### config.mk
export PLATFORM = sky130hd
export DESIGN_NAME = irq_gate
export DESIGN_NICKNAME = d
export VERILOG_FILES = /design/src/rtl/irq_gate.sv
export SDC_FILE = /design/constraint.sdc
export NUM_CORES = 1
export LEC_CHECK = 0
export ABC_AREA = 1
export BUFFER_PORTS_ARGS = -buffer_cell sky130_fd_sc_hd__buf_2
export CAP_MARGIN = 20
export CORE_MARGIN = 8
export CORE_UTILIZATION = 45
export DETAILED_ROUTE_END_ITERATION = 8
export GPL_TIMING_DRIVEN = 0
export PLACE_DENSITY = 0.75
export SLEW_MARGIN = 40
export SYNTH_ARGS = -nofsm -noshare
export SYNTH_HDL_FRONTEND = slang
export SYNTH_SLANG_ARGS = --single-unit
### constraint.sdc
create_clock -name clk -period 8.5 [get_ports clk]
set_input_delay 0.425 -clock clk [delete_from_list [all_inputs] [get_ports clk]]
set_output_delay 0.425 -clock clk [all_outputs]
set_load 0.005 [all_outputs]
### src/rtl/irq_gate.sv
module irq_gate #(
  parameter int NLINES = 8,
  parameter int PRIO_W = 4,
  localparam int IDX_W  = (NLINES > 1) ? $clog2(NLINES) : 1,
  localparam int ADDR_W = $clog2(NLINES + 2)
) (
  input  logic              clk,
  input  logic              rst_n,
  input  logic              wr_en,
  input  logic [ADDR_W-1:0] wr_addr,
  input  logic [7:0]        wr_data,
  input  logic [ADDR_W-1:0] rd_addr,
  output logic [7:0]        rd_data,
  input  logic [NLINES-1:0] pend_i,
  input  logic              take_ack_i,
  output logic              take_o,
  output logic [IDX_W-1:0]  take_idx_o,
  input  logic              sleep_req,
  input  logic              dbg_req,
  output logic              wake_o,
  output logic              asleep_o
);
  localparam int LOW_W = 8 - PRIO_W;

  logic              gdis_q;
  logic [PRIO_W-1:0] base_q;
  logic [PRIO_W-1:0] prio_q [NLINES];
  logic              asleep_q, held_q;
  logic [IDX_W-1:0]  idx_q;

  logic [NLINES-1:0] below, elig;
  logic              win_v, live, wake_src;
  logic [IDX_W-1:0]  win_idx;
  logic [PRIO_W-1:0] win_p;

  always_ff @(posedge clk or negedge rst_n) begin
    if (!rst_n) begin
      gdis_q <= 1'b0;
      base_q <= '0;
      for (int i = 0; i < NLINES; i++) prio_q[i] <= '0;
    end else if (wr_en) begin
      if (wr_addr == ADDR_W'(0)) gdis_q <= wr_data[0];
      if (wr_addr == ADDR_W'(1)) base_q <= wr_data[7:LOW_W];
      for (int i = 0; i < NLINES; i++)
        if (wr_addr == ADDR_W'(i + 2)) prio_q[i] <= wr_data[7:LOW_W];
    end
  end

  always_comb begin
    rd_data = '0;
    if (rd_addr == ADDR_W'(0)) rd_data = {7'b0, gdis_q};
    if (rd_addr == ADDR_W'(1)) rd_data = {base_q, {LOW_W{1'b0}}};
    for (int i = 0; i < NLINES; i++)
      if (rd_addr == ADDR_W'(i + 2)) rd_data = {prio_q[i], {LOW_W{1'b0}}};
  end

  for (genvar g = 0; g < NLINES; g++) begin : g_mask
    assign below[g] = (base_q == '0) || (prio_q[g] < base_q);
  end

  assign elig     = pend_i & below & {NLINES{~gdis_q}};
  assign wake_src = (|(pend_i & below)) | dbg_req;

  always_comb begin
    win_v   = 1'b0;
    win_idx = '0;
    win_p   = '1;
    for (int i = 0; i < NLINES; i++) begin
      if (elig[i] && (!win_v || prio_q[i] < win_p)) begin
        win_v   = 1'b1;
        win_idx = IDX_W'(i);
        win_p   = prio_q[i];
      end
    end
  end

  assign live       = win_v & ~asleep_q;
  assign take_o     = held_q | live;
  assign take_idx_o = held_q ? idx_q : win_idx;

  always_ff @(posedge clk or negedge rst_n) begin
    if (!rst_n) begin
      held_q <= 1'b0;
      idx_q  <= '0;
    end else if (take_o && !take_ack_i) begin
      held_q <= 1'b1;
      idx_q  <= take_idx_o;
    end else begin
      held_q <= 1'b0;
    end
  end

  always_ff @(posedge clk or negedge rst_n) begin
    if (!rst_n)                      asleep_q <= 1'b0;
    else if (asleep_q && wake_src)   asleep_q <= 1'b0;
    else if (!asleep_q && sleep_req) asleep_q <= 1'b1;
  end

  assign wake_o   = asleep_q & wake_src;
  assign asleep_o = asleep_q;
endmodule


==> results of run 1 <==
==> cell usage in the layout, fill, tap and decap left out, types with 6 or more instances in the layout <==
cell type and instances:
o211ai_1 9, nand2_4 12, buf_2 36, inv_1 52, nand2_1 169, nor2_1 37, nand2_2 21, inv_2 10
nand3_1 45, ha_1 26, o21ai_0 40, buf_4 38, nand4_1 6, ha_4 9, a21oi_1 15, o22ai_1 6
dfrtp_1 41
==> critical path, delay by kind of cell (launching register included) <==
kind | cells | cell delay (ps)
AOI/OAI and AO/OA | 9 | 980
DFF | 1 | 410
buffers and inverters | 6 | 390
and+or+nand+nor | 47 | 3660
adders and majority gates | 8 | 2070
==> power groups by stage <==
stage / clock [mW] / sequential [mW] / combinational [mW]
6_report: 0.132 / 0.312 / 0.647
5_1_grt: 0.140 / 0.319 / 0.733
4_1_cts: 0.131 / 0.302 / 0.546
3_5_place_dp: 0 / 0.304 / 0.518
3_3_place_gp: 0 / 0.302 / 0.495
2_1_floorplan: 0 / 0.284 / 0.394
==> metal layers <==
| layer | vias to the layer above | routed length (um) | track usage |
|---|---|---|---|
| met4 | 0 | 196 | 0.06046 |
| li1 | 2019 | - | - |
| met5 | - | 0 | 0 |
| met3 | 22 | 392 | 0.02096 |
| met1 | 1899 | 5025 | 0.2399 |
| met2 | 96 | 5695 | 0.3386 |
==> kinds of logic (layout without fill, tap and decap cells) <==
logic type	Yosys count	count (layout)	share of synthesized area
simple gates	308	308	0.3716
compound gates	105	105	0.1607
buf+inv	70	149	0.07339
flops	42	42	0.2777
fa+ha+maj	35	35	0.1157
other cells	1	3	0.0009908
==> state kept, by name, summed over array words and instances, names as in the netlist <==
signal	flops
prio_q	32
base_q	4
idx_q	3
asleep_o	1
gdis_q	1
held_q	1
==> Yosys cell counts (all sizes together) <==
cell	n
a21oi	18
o2111ai	1
nor3	1
buf	4
nor3b	1
o31a	1
a21boi	10
nand2	205
clkbuf	1
o21ai	51
ha	35
a211oi	2
nor2	40
o211ai	9
nor4	1
inv	65
o21bai	5
nand4	8
conb	1
a31oi	2
or2	4
nand3b	2
o22ai	6
dfrtp	42
nand3	46
==> repair_timing <==
action                                  CTS  global route
endpoints found under the setup margin    6             6
pin swaps                                 1            50
buffers inserted                         11            23
resized for setup                        18            46
endpoints found under the hold margin     0             0
==> how the worst max path moves through the flow <==
| stage | end | startpoint | depth (start not counted) | slack, ps |
|---|---|---|---|---|
| after detailed placement | take_idx_o[0] | base_q[3] | 65 | -620 |
| after global placement | take_idx_o[0] | base_q[3] | 63 | -410 |
| after CTS | take_idx_o[0] | base_q[3] | 72 | 20 |
| after floorplan | take_idx_o[0] | base_q[3] | 62 | 730 |
| after global routing | take_idx_o[0] | base_q[3] | 70 | -270 |
| final | take_idx_o[0] | base_q[3] | 70 | 240 |
==> metrics by stage <==
| stage | worst slack (ps) | power (mW) | setup TNS (ps) | hold slack [ps] | instances |
|---|---|---|---|---|---|
| 2_1_floorplan | 727.1 | 0.6772 | 0 | 129.4 | 563 |
| 3_3_place_gp | -411.3 | 0.7972 | -1202 | 457.3 | 705 |
| 3_5_place_dp | -620.5 | 0.8225 | -2458 | 446.2 | 705 |
| 4_1_cts | 16.93 | 0.9792 | 0 | 132.0 | 724 |
| 5_1_grt | -274.7 | 1.192 | -802.4 | 152.3 | 747 |
| 6_report | 243.5 | 1.092 | 0 | 105.5 | 747 |
==> cell type report <==
cell class	instances	area, sq um
Inverter	65	251.5
Multi-Input combinational cell	451	2753
Tap cell	105	131.4
Fill cell	750	3421
Timing Repair Buffer	71	446.7
Sequential cell	42	1052
Clock buffer	6	72.57
Clock inverter	2	13.76
Buffer	5	33.78
==> results.md, run 1 <==
- Outcome: finished, final reports clean
- Crit path kind: flop to primary output
- Synth area leader: dfrtp_1
- Via count: 4,036
- HPWL after DPL: 8172 um
- Arrival time worst endpoint: 7830 ps
- Power share of the combinational group: 0.593
- Crit-path slowest cell: dfrtp_1
- Initial antenna violation count: 0
- Fin. Hold Viols: 0
- Initial Util: 0.4630
- P&R area growth vs syn: 25.62%
- Top post-synthesis cells by area: dfrtp_1 28%, nand2_1 18%, ha_1 12%, o21ai_0 6.2%, nand3_1 6.1%
- CTS max path bufs: 2
- Tcrit/Tclk final: 0.9713
- Via/cell ratio: 5.403
- Core Region: 8175 sq um
- Post-Syn Instances: 561
- Slew HR: 0.5866
- Worst reg2reg endpoint: idx_q[0]
- Startpoint types: flop
- Synth Cell Area: 3785 sq um
- Ports: 44
- GR Overflow Total: 0
- Die area: 11,600 sq um
- H-tree depth: 2
- FF-to-FF Start: base_q[3]
- Share of the synthesized area in the top cell type: 0.2777
- Share of the core filled with cells: 0.5816
- Row cnt: 33
- Switching power: 510.1 uW
- Final slew viol count: 0
- Worst R2R Path Depth: 73
- Power per cell area: 229.7 nW/um^2
- Static Leak: 2.469 nW
- Synthesis-stage register bit count: 42
- Net Sw Frac: 0.4672
- Design area: 4755 sq um
- Reg-to-reg setup timing slack: 1000 ps
- Post-synth cell types: 32
- CTS hold repair buffers: 0
- Average wire per standard cell: 15.14 um
- Clk_skew: 10.51 ps
- Buffers on Ports: 37
- Max Fclk: 0.1211 GHz
- Drt initial violations: 299
- Post-DRT Antenna Nets: 0
- Clock Root Buffer: clkbuf_8
- Worst IR Drop VDD: 0.1137 mV
- Inserted Diodes: 0
- # nets final: 706
- Seq pwr share: 0.286
- Largest stage delay on the critical path: 410 ps
- CTS clk-pin slew, worst paths: 80 ps
- Most used cell along the critical path: nand2_1
- TritonCTS clock tree: built
- Detailed-route DRC error count: 0
- All-Layer GR Usage: 0.1928
- RSZ-0062 raised after global routing: yes
- Crit path capture type: primary output
- Die extent in y: 107.7 um
- DIE WIDTH: 107.7 um
- Drt first pass iters: 5
- Total wire length: 11,310 um
- Int Power: 581.8 uW
- Final min period: 8256 ps
- RD Place Congestion: 0.8941
- Largest net degree at the start of global routing: 43
- Yosys synthesis warning count: 0
- Crit path max fanout: 8
- Slew @ Worst Pin: 617.8 ps
- Vias in the first global route: 3,914
- Final setup fails: 0
- Register area share after synthesis: 0.2777
- Global-route wire length before repair: 18,390 um
- Worst EP required: 8080 ps
- Hold Crit Class: input pin to asynchronous set/reset pin
- CTS Buf Count: 5
- Layout cells sized above 1: 0.2508
- DP Area: 4111 sq um
- Clk network pwr share: 0.121
- Max Cap Viol: 0
- Worst-Skew Late Latency: 300 ps
- Avg Synthesized Cell Area: 6.747 sq um
- CTS Sinks: 42
No activity file was read; power rests on OpenSTA's default activity.
==> inputs of run 2 (changes only) <==
--- a/config.mk
+++ b/config.mk
@@ -6,13 +6,15 @@
 export NUM_CORES = 1
 export LEC_CHECK = 0
 export ABC_AREA = 1
-export BUFFER_PORTS_ARGS = -buffer_cell sky130_fd_sc_hd__buf_2
+export ABC_CLOCK_PERIOD_IN_PS = 8500
 export CAP_MARGIN = 20
+export CORE_ASPECT_RATIO = 1.4
 export CORE_MARGIN = 8
 export CORE_UTILIZATION = 45
 export DETAILED_ROUTE_END_ITERATION = 8
+export DONT_BUFFER_PORTS = 1
 export GPL_TIMING_DRIVEN = 0
-export PLACE_DENSITY = 0.75
+export PLACE_DENSITY = 0.71
 export SLEW_MARGIN = 40
 export SYNTH_ARGS = -nofsm -noshare
 export SYNTH_HDL_FRONTEND = slang
==> run 2 against run 1 <==
Flip-flop and latch count unchanged. Global-route usage increased by 0.32 points. Sequential share of layout area rose by 0.49 points. Final cell count fell by 5.1%. Worst setup slack improved by 150 ps. Routed wire length increased by 2.6%. Largest cell class unchanged.
==> results.md, run 2 (synthesis results as in run 1) <==
- Placed insts: 665
- CTS max path bufs: 2
- Setup ws final: 392.0 ps
- Buffers on Ports: 0
- Die extent in y: 124.5 um
- Tcrit/Tclk final: 0.9539
- CTS Buf Count: 5
- Inserted Diodes: 0
- CTS clk-pin slew, worst paths: 70 ps
- Row cnt: 39
- Detailed-route DRC error count: 0
- Vias in the first global route: 3,745
- DP Area: 3920 sq um
- Clock Root Buffer: clkbuf_16
- Die area: 11,640 sq um
- Core Region: 8149 sq um
- # nets final: 671
- Via count: 3,937
- Final setup fails: 0
- Max Cap Viol: 0
- Post-DRT Antenna Nets: 0
- Initial Util: 0.4645
- Final slew viol count: 0
- Worst EP required: 8080 ps
- Worst-Skew Late Latency: 300 ps
- Drt initial violations: 260
- Power per cell area: 244.4 nW/um^2
- Drt first pass iters: 5
- Final Power: 1.137 mW
- Ports: 44
- TNS Setup: 0 ps
- Max Fclk: 0.1233 GHz
- Crit path max fanout: 8
- WL met1: 4374 um
- HPWL after DPL: 8240 um
- Crit path kind: flop to primary output
- H-tree depth: 2
- CTS Sinks: 42
- Design area: 4651 sq um
- Biggest register: prio_q
- Global-route wire length before repair: 18,240 um
- Most common cell after layout, fill and taps aside: nand2_1
- Slew @ Worst Pin: 616.7 ps
- Crit-path slowest cell: dfrtp_1
- Layout cells sized above 1: 0.2125
- Arrival time worst endpoint: 7680 ps
- Fin. Hold Viols: 0
- Static Leak: 2.357 nW
- Crit path capture type: primary output
- Startpoint types: flop
- Worst IR Drop VDD: 0.1546 mV
- GR Overflow Total: 0
- Most frequent cells in the layout: 168 x nand2_1, 55 x inv_1, 45 x nand3_1, 41 x dfrtp_1, 40 x o21ai_0
- # fillers: 734
- Largest stage delay on the critical path: 420 ps
- TritonCTS clock tree: built
- Largest register FFs: 32
- Total wire length: 11,600 um
- Final min period: 8108 ps
- Largest net degree at the start of global routing: 43
- All-Layer GR Usage: 0.1959
- RD Place Congestion: 0.8924
- Clk_skew: 8.369 ps
- Slew HR: 0.5874
- Routed length on met3: 520 um
- Detailed-routed wire length on met2: 5937 um
- Worst slack at placement: -502.6 ps
- Hold Crit Class: input pin to flop
- Average wire per standard cell: 16.36 um
- DR top layer: met4
- Layout Cells excl Fill: 709
- Initial antenna violation count: 0
- Most used cell along the critical path: nand2_1
- Outcome: finished, final reports clean
- DIE WIDTH: 93.51 um
- P&R area growth vs syn: 22.88%
- Via/cell ratio: 5.553
- Biggest regs: prio_q: 32 flops, base_q: 4 flops, idx_q: 3 flops
[run 2: cell count changes in the layout (fill, tap and decap cells not counted), moves of 2 or more]
cell,delta
clkbuf_16,+5
o21ai_2,+2
buf_2,-36
inv_1,+3
clkbuf_8,-5
inv_2,-3
a21boi_2,+3
a21boi_1,-3
[run 2: what timing repair did]
action,4_1_cts,5_1_grt
resized for setup,21,43
endpoints found under the setup margin,6,6
endpoints found under the hold margin,42,0
hold buffers,2,0
buffers inserted,6,28
pin swaps,1,30
[run 2: worst max-delay path, delay by kind of cell (launching register included)]
kind	cells	cell delay (ps)
flops	1	420
fa+ha+maj	8	2080
buf+inv	9	470
compound gates	10	930
simple gates	45	3480
[run 2: path summary, 6_finish.rpt]
check / from / to / slack (ps) / cells past startpoint
max in group asynchronous: rst_n / prio_q[17] / 7700 / 2
min in group asynchronous: rst_n / prio_q[30] / 590 / 2
max reg2reg: base_q[1] / idx_q[0] / 900 / 75
min reg2reg: idx_q[2] / idx_q[2] / 480 / 2
min: take_ack_i / held_q / 250 / 1
max: base_q[1] / take_idx_o[0] / 390 / 72
[run 2: metal layers]
layer  vias up  global-route usage
met5         -                   0
met4         0              0.1333
met3        35             0.03559
met2       112              0.3451
met1      1840              0.2016
li1       1950                   -
[run 2: area by class of cell]
| type | count | area [sq um] | area share |
|---|---|---|---|
| multi-input cells | 451 | 2748 | 0.5908 |
| well taps | 102 | 127.6 | 0.02744 |
| inverters | 65 | 251.5 | 0.05408 |
| flip-flops and latches | 42 | 1052 | 0.2263 |
| repair buffers | 36 | 285.3 | 0.06134 |
| clock buffers | 5 | 125.1 | 0.02690 |
| clock inverters | 3 | 27.53 | 0.005919 |
| plain buffers | 5 | 33.78 | 0.007264 |
[run 2: power breakdown]
group / switching [mW] / internal, mW / total (mW) / leakage, nW
combinational: 0.364 / 0.256 / 0.621 / 1.75
clock: 0.0923 / 0.112 / 0.204 / 0.0723
sequential: 0.0657 / 0.246 / 0.312 / 0.530
total: 0.522 / 0.615 / 1.14 / 2.36
[run 2: per-stage QoR]
stage	util	hold WS (ps)
4_1_cts	0.5147	253.3
3_3_place_gp	0.4810	130.5
5_1_grt	0.5707	265.7
3_5_place_dp	0.4810	130.5
6_report	0.5707	252.7
2_1_floorplan	-	129.4
==> inputs of run 3 (changes only) <==
--- a/config.mk
+++ b/config.mk
@@ -5,12 +5,12 @@
 export SDC_FILE = /design/constraint.sdc
 export NUM_CORES = 1
 export LEC_CHECK = 0
-export ABC_AREA = 1
 export ABC_CLOCK_PERIOD_IN_PS = 8500
 export CAP_MARGIN = 20
 export CORE_ASPECT_RATIO = 1.4
 export CORE_MARGIN = 8
 export CORE_UTILIZATION = 45
+export CTS_CLUSTER_SIZE = 28
 export DETAILED_ROUTE_END_ITERATION = 8
 export DONT_BUFFER_PORTS = 1
 export GPL_TIMING_DRIVEN = 0
==> run 3 against run 2 <==
The run now ends with setup timing left. Cell area is 15% higher. Final cell count is 7.8% lower. Die area is 11% higher. Synthesized cell count is 14% lower. Non-clock buffer count is 22 higher. Power is 63% higher. Largest power group unchanged.
==> results.md, run 3 <==
- Outcome: complete, but fails checks
- Failing checks: setup timing
- Max Fclk: 0.08762 GHz
- Crit path capture type: primary output
- Worst min-delay path startpoint: take_ack_i
- Drt initial violations: 253
- Row cnt: 42
- Die area: 12,900 sq um
- CTS Buf Count: 5
- Biggest register: prio_q
- Detailed-route DRC error count: 0
- CTS max path bufs: 2
- Synth Area in Adders: 0.1099
- Most common cell after layout, fill and taps aside: buf_4
- Crit path kind: flop to primary output
- Tcrit/Tclk final: 1.343
- Setup ws final: -2913 ps
- Crit-path slowest cell: dfrtp_1
- RD Place Congestion: 0.9176
- Total wire length: 14,490 um
- Buffers on Ports: 0
- Crit path max fanout: 5
- Reg-to-reg setup timing slack: -2380 ps
- P&R area growth vs syn: 25.48%
- Design area: 5355 sq um
- Vias in the first global route: 4,182
- Worst reg2reg endpoint: idx_q[0]
- Ys flop type: dfrtp_1
- Most numerous cell in the Yosys netlist: dfrtp_1
- Register area share after synthesis: 0.2463
- All-Layer GR Usage: 0.2145
- TritonCTS clock tree: built
- Yosys synthesis warning count: 0
- Post-synth ARST share: 1.000
- Initial antenna violation count: 0
- Largest family of logic cells by synthesized area: compound AO/OA/AOI/OAI gates
- XOR/XNOR Fraction of Synth Area: 0
- Hold Crit Class: input pin to flop
- Most frequent cells in the layout: 53 x buf_4, 37 x dfrtp_1, 34 x mux2_2, 33 x nor2_1, 33 x o21ai_0
- Average wire per standard cell: 22.16 um
- DIE WIDTH: 98.31 um
- Final setup fails: 6
- Slew @ Worst Pin: 780.7 ps
- DP Area: 4518 sq um
- Initial Util: 0.4563
- Synth Area in Compound Gates: 0.2911
- Layout cells sized above 1: 0.3603
- CTS Sinks: 42
- Slew HR: 0.4784
- Top post-synthesis cells by area: dfrtp_1 25%, ha_1 10%, mux2_2 10%, o21ai_0 4.2%, a21oi_1 3.6%
- Clk_skew: 3.331 ps
- Die extent in y: 131.2 um
- Largest net degree at the start of global routing: 43
- GR Overflow Total: 0
- Arrival time worst endpoint: 10,990 ps
- Core Region: 9354 sq um
- Post-DRT Antenna Nets: 0
- HPWL after DPL: 10,020 um
- Ports: 44
- Worst IR Drop VDD: 0.2445 mV
- Inserted Diodes: 0
- Avg Synthesized Cell Area: 8.818 sq um
- Max Cap Viol: 0
- Synthesis-stage register bit count: 42
- Worst EP required: 8080 ps
- Global-route wire length before repair: 22,130 um
- Post-synth cell types: 82
- Post-Synth Simple-Gate Area: 0.1788
- Setup crit start: base_q[2]
- Post-synth top cells: 42 x dfrtp_1, 41 x nor2_1, 38 x mux2_2
- Worst-Skew Late Latency: 290 ps
- Synth Cell Area: 4268 sq um
- Final slew viol count: 0
- Drt first pass iters: 5
- Final Power: 1.851 mW
- Final min period: 11,410 ps
- Startpoint types: flop
- Largest register FFs: 32
- CTS clk-pin slew, worst paths: 60 ps
- Post-synthesis mux area share: 0.1322
- RSZ-0062 raised after global routing: yes
- Via/cell ratio: 6.491
- Worst R2R Path Depth: 62
- Largest stage delay on the critical path: 400 ps
- Clock Root Buffer: clkbuf_16
- Post-Syn Instances: 484
- Via count: 4,245
- Hold worst-path end: held_q
- H-tree depth: 2
- Share of the synthesized area in the top cell type: 0.2463
- Synth area leader: dfrtp_1
- Hold Crit Depth: 1
- Post-synth EDFFs: 0
- FF-to-FF Start: base_q[2]
- Fin. Hold Viols: 0
- Power per cell area: 345.7 nW/um^2
- # nets final: 608
- Static Leak: 2.309 nW
- Biggest regs: prio_q: 32 flops, base_q: 4 flops, idx_q: 3 flops
run 3: changes by cell type in the layout (fill, tap and decap cells not counted), moves of 7 or more:
cell | before | now
nand2_1 | 168 | 26
a21o_1 | 0 | 20
a21oi_1 | 14 | 24
nand2_4 | 13 | 3
nand3_1 | 45 | 3
o21ai_0 | 40 | 33
nand2b_1 | 0 | 13
mux2i_1 | 0 | 9
buf_4 | 38 | 53
inv_1 | 55 | 18
nand2_2 | 22 | 5
mux2_2 | 0 | 34
run 3: critical path: cells and delay by family, from the launching register on:
| kind | cells | cell delay, ps |
|---|---|---|
| buf+inv | 5 | 380 |
| compound gates | 30 | 5100 |
| simple gates | 17 | 2110 |
| fa+ha+maj | 8 | 1960 |
| mux | 3 | 730 |
| flops | 1 | 400 |
run 3: per-layer routing:
layer	global-route usage	vias up	share of wire
met2	0.3998	175	0.53
met4	0.09854	0	0.038
met1	0.2260	2076	0.37
li1	-	1949	-
met3	0.03700	45	0.055
met5	0	-	0
run 3: layout make-up:
cell class                 count  area [sq um]
clock inverter                 3         21.27
timing repair buffer          52         412.9
fill                         827          3999
inverter                      24         102.6
sequential                    42          1057
buffer                        11         68.82
multi-input combinational    407          3430
clock buffer                   5         125.1
tap                          110         137.6
run 3: cell families (layout without fill, tap and decap cells):
| kind of cell | count (synthesis) | in the layout |
|---|---|---|
| buffers and inverters | 37 | 95 |
| and+or+nand+nor | 143 | 143 |
| DFF | 42 | 42 |
| AOI/OAI and AO/OA | 172 | 172 |
| other | 1 | 3 |
| adders and majority gates | 38 | 38 |
| muxes | 51 | 51 |
run 3: repair_timing:
item / 4_1_cts / 5_1_grt
gates cloned: 0 / 0
endpoints found under the hold margin: 42 / 0
endpoints found under the setup margin: 6 / 6
pin swaps: 34 / 40
setup buffers: 37 / 13
gates resized for setup: 44 / 25
hold buffers: 2 / 0
run 3: worst max path at each step:
stage                     to  slack, ps  cells past startpoint
2_1_floorplan  take_idx_o[0]      -2560                     65
3_3_place_gp   take_idx_o[0]      -3870                     65
3_5_place_dp   take_idx_o[1]      -4120                     65
4_1_cts        take_idx_o[0]      -2770                     63
5_1_grt        take_idx_o[0]      -3360                     63
6_report       take_idx_o[0]      -2910                     63
run 3: where the power goes:
part | internal (mW) | switching (mW)
clock | 0.109 | 0.0838
sequential | 0.251 | 0.0878
combinational | 0.629 | 0.691
total | 0.989 | 0.863
run 3: per-stage QoR:
stage	hold WS [ps]	cells	setup slack (ps)	utilization	TNS [ps]
final	192.8	654	-2913	0.5725	-15350
after global placement	130.6	596	-3873	0.4830	-21910
after floorplan	129.4	486	-2559	-	-14080
after CTS	190.4	643	-2771	0.5534	-14330
after detailed placement	130.4	596	-4123	0.4830	-23380
after global routing	190.1	654	-3364	0.5725	-18010
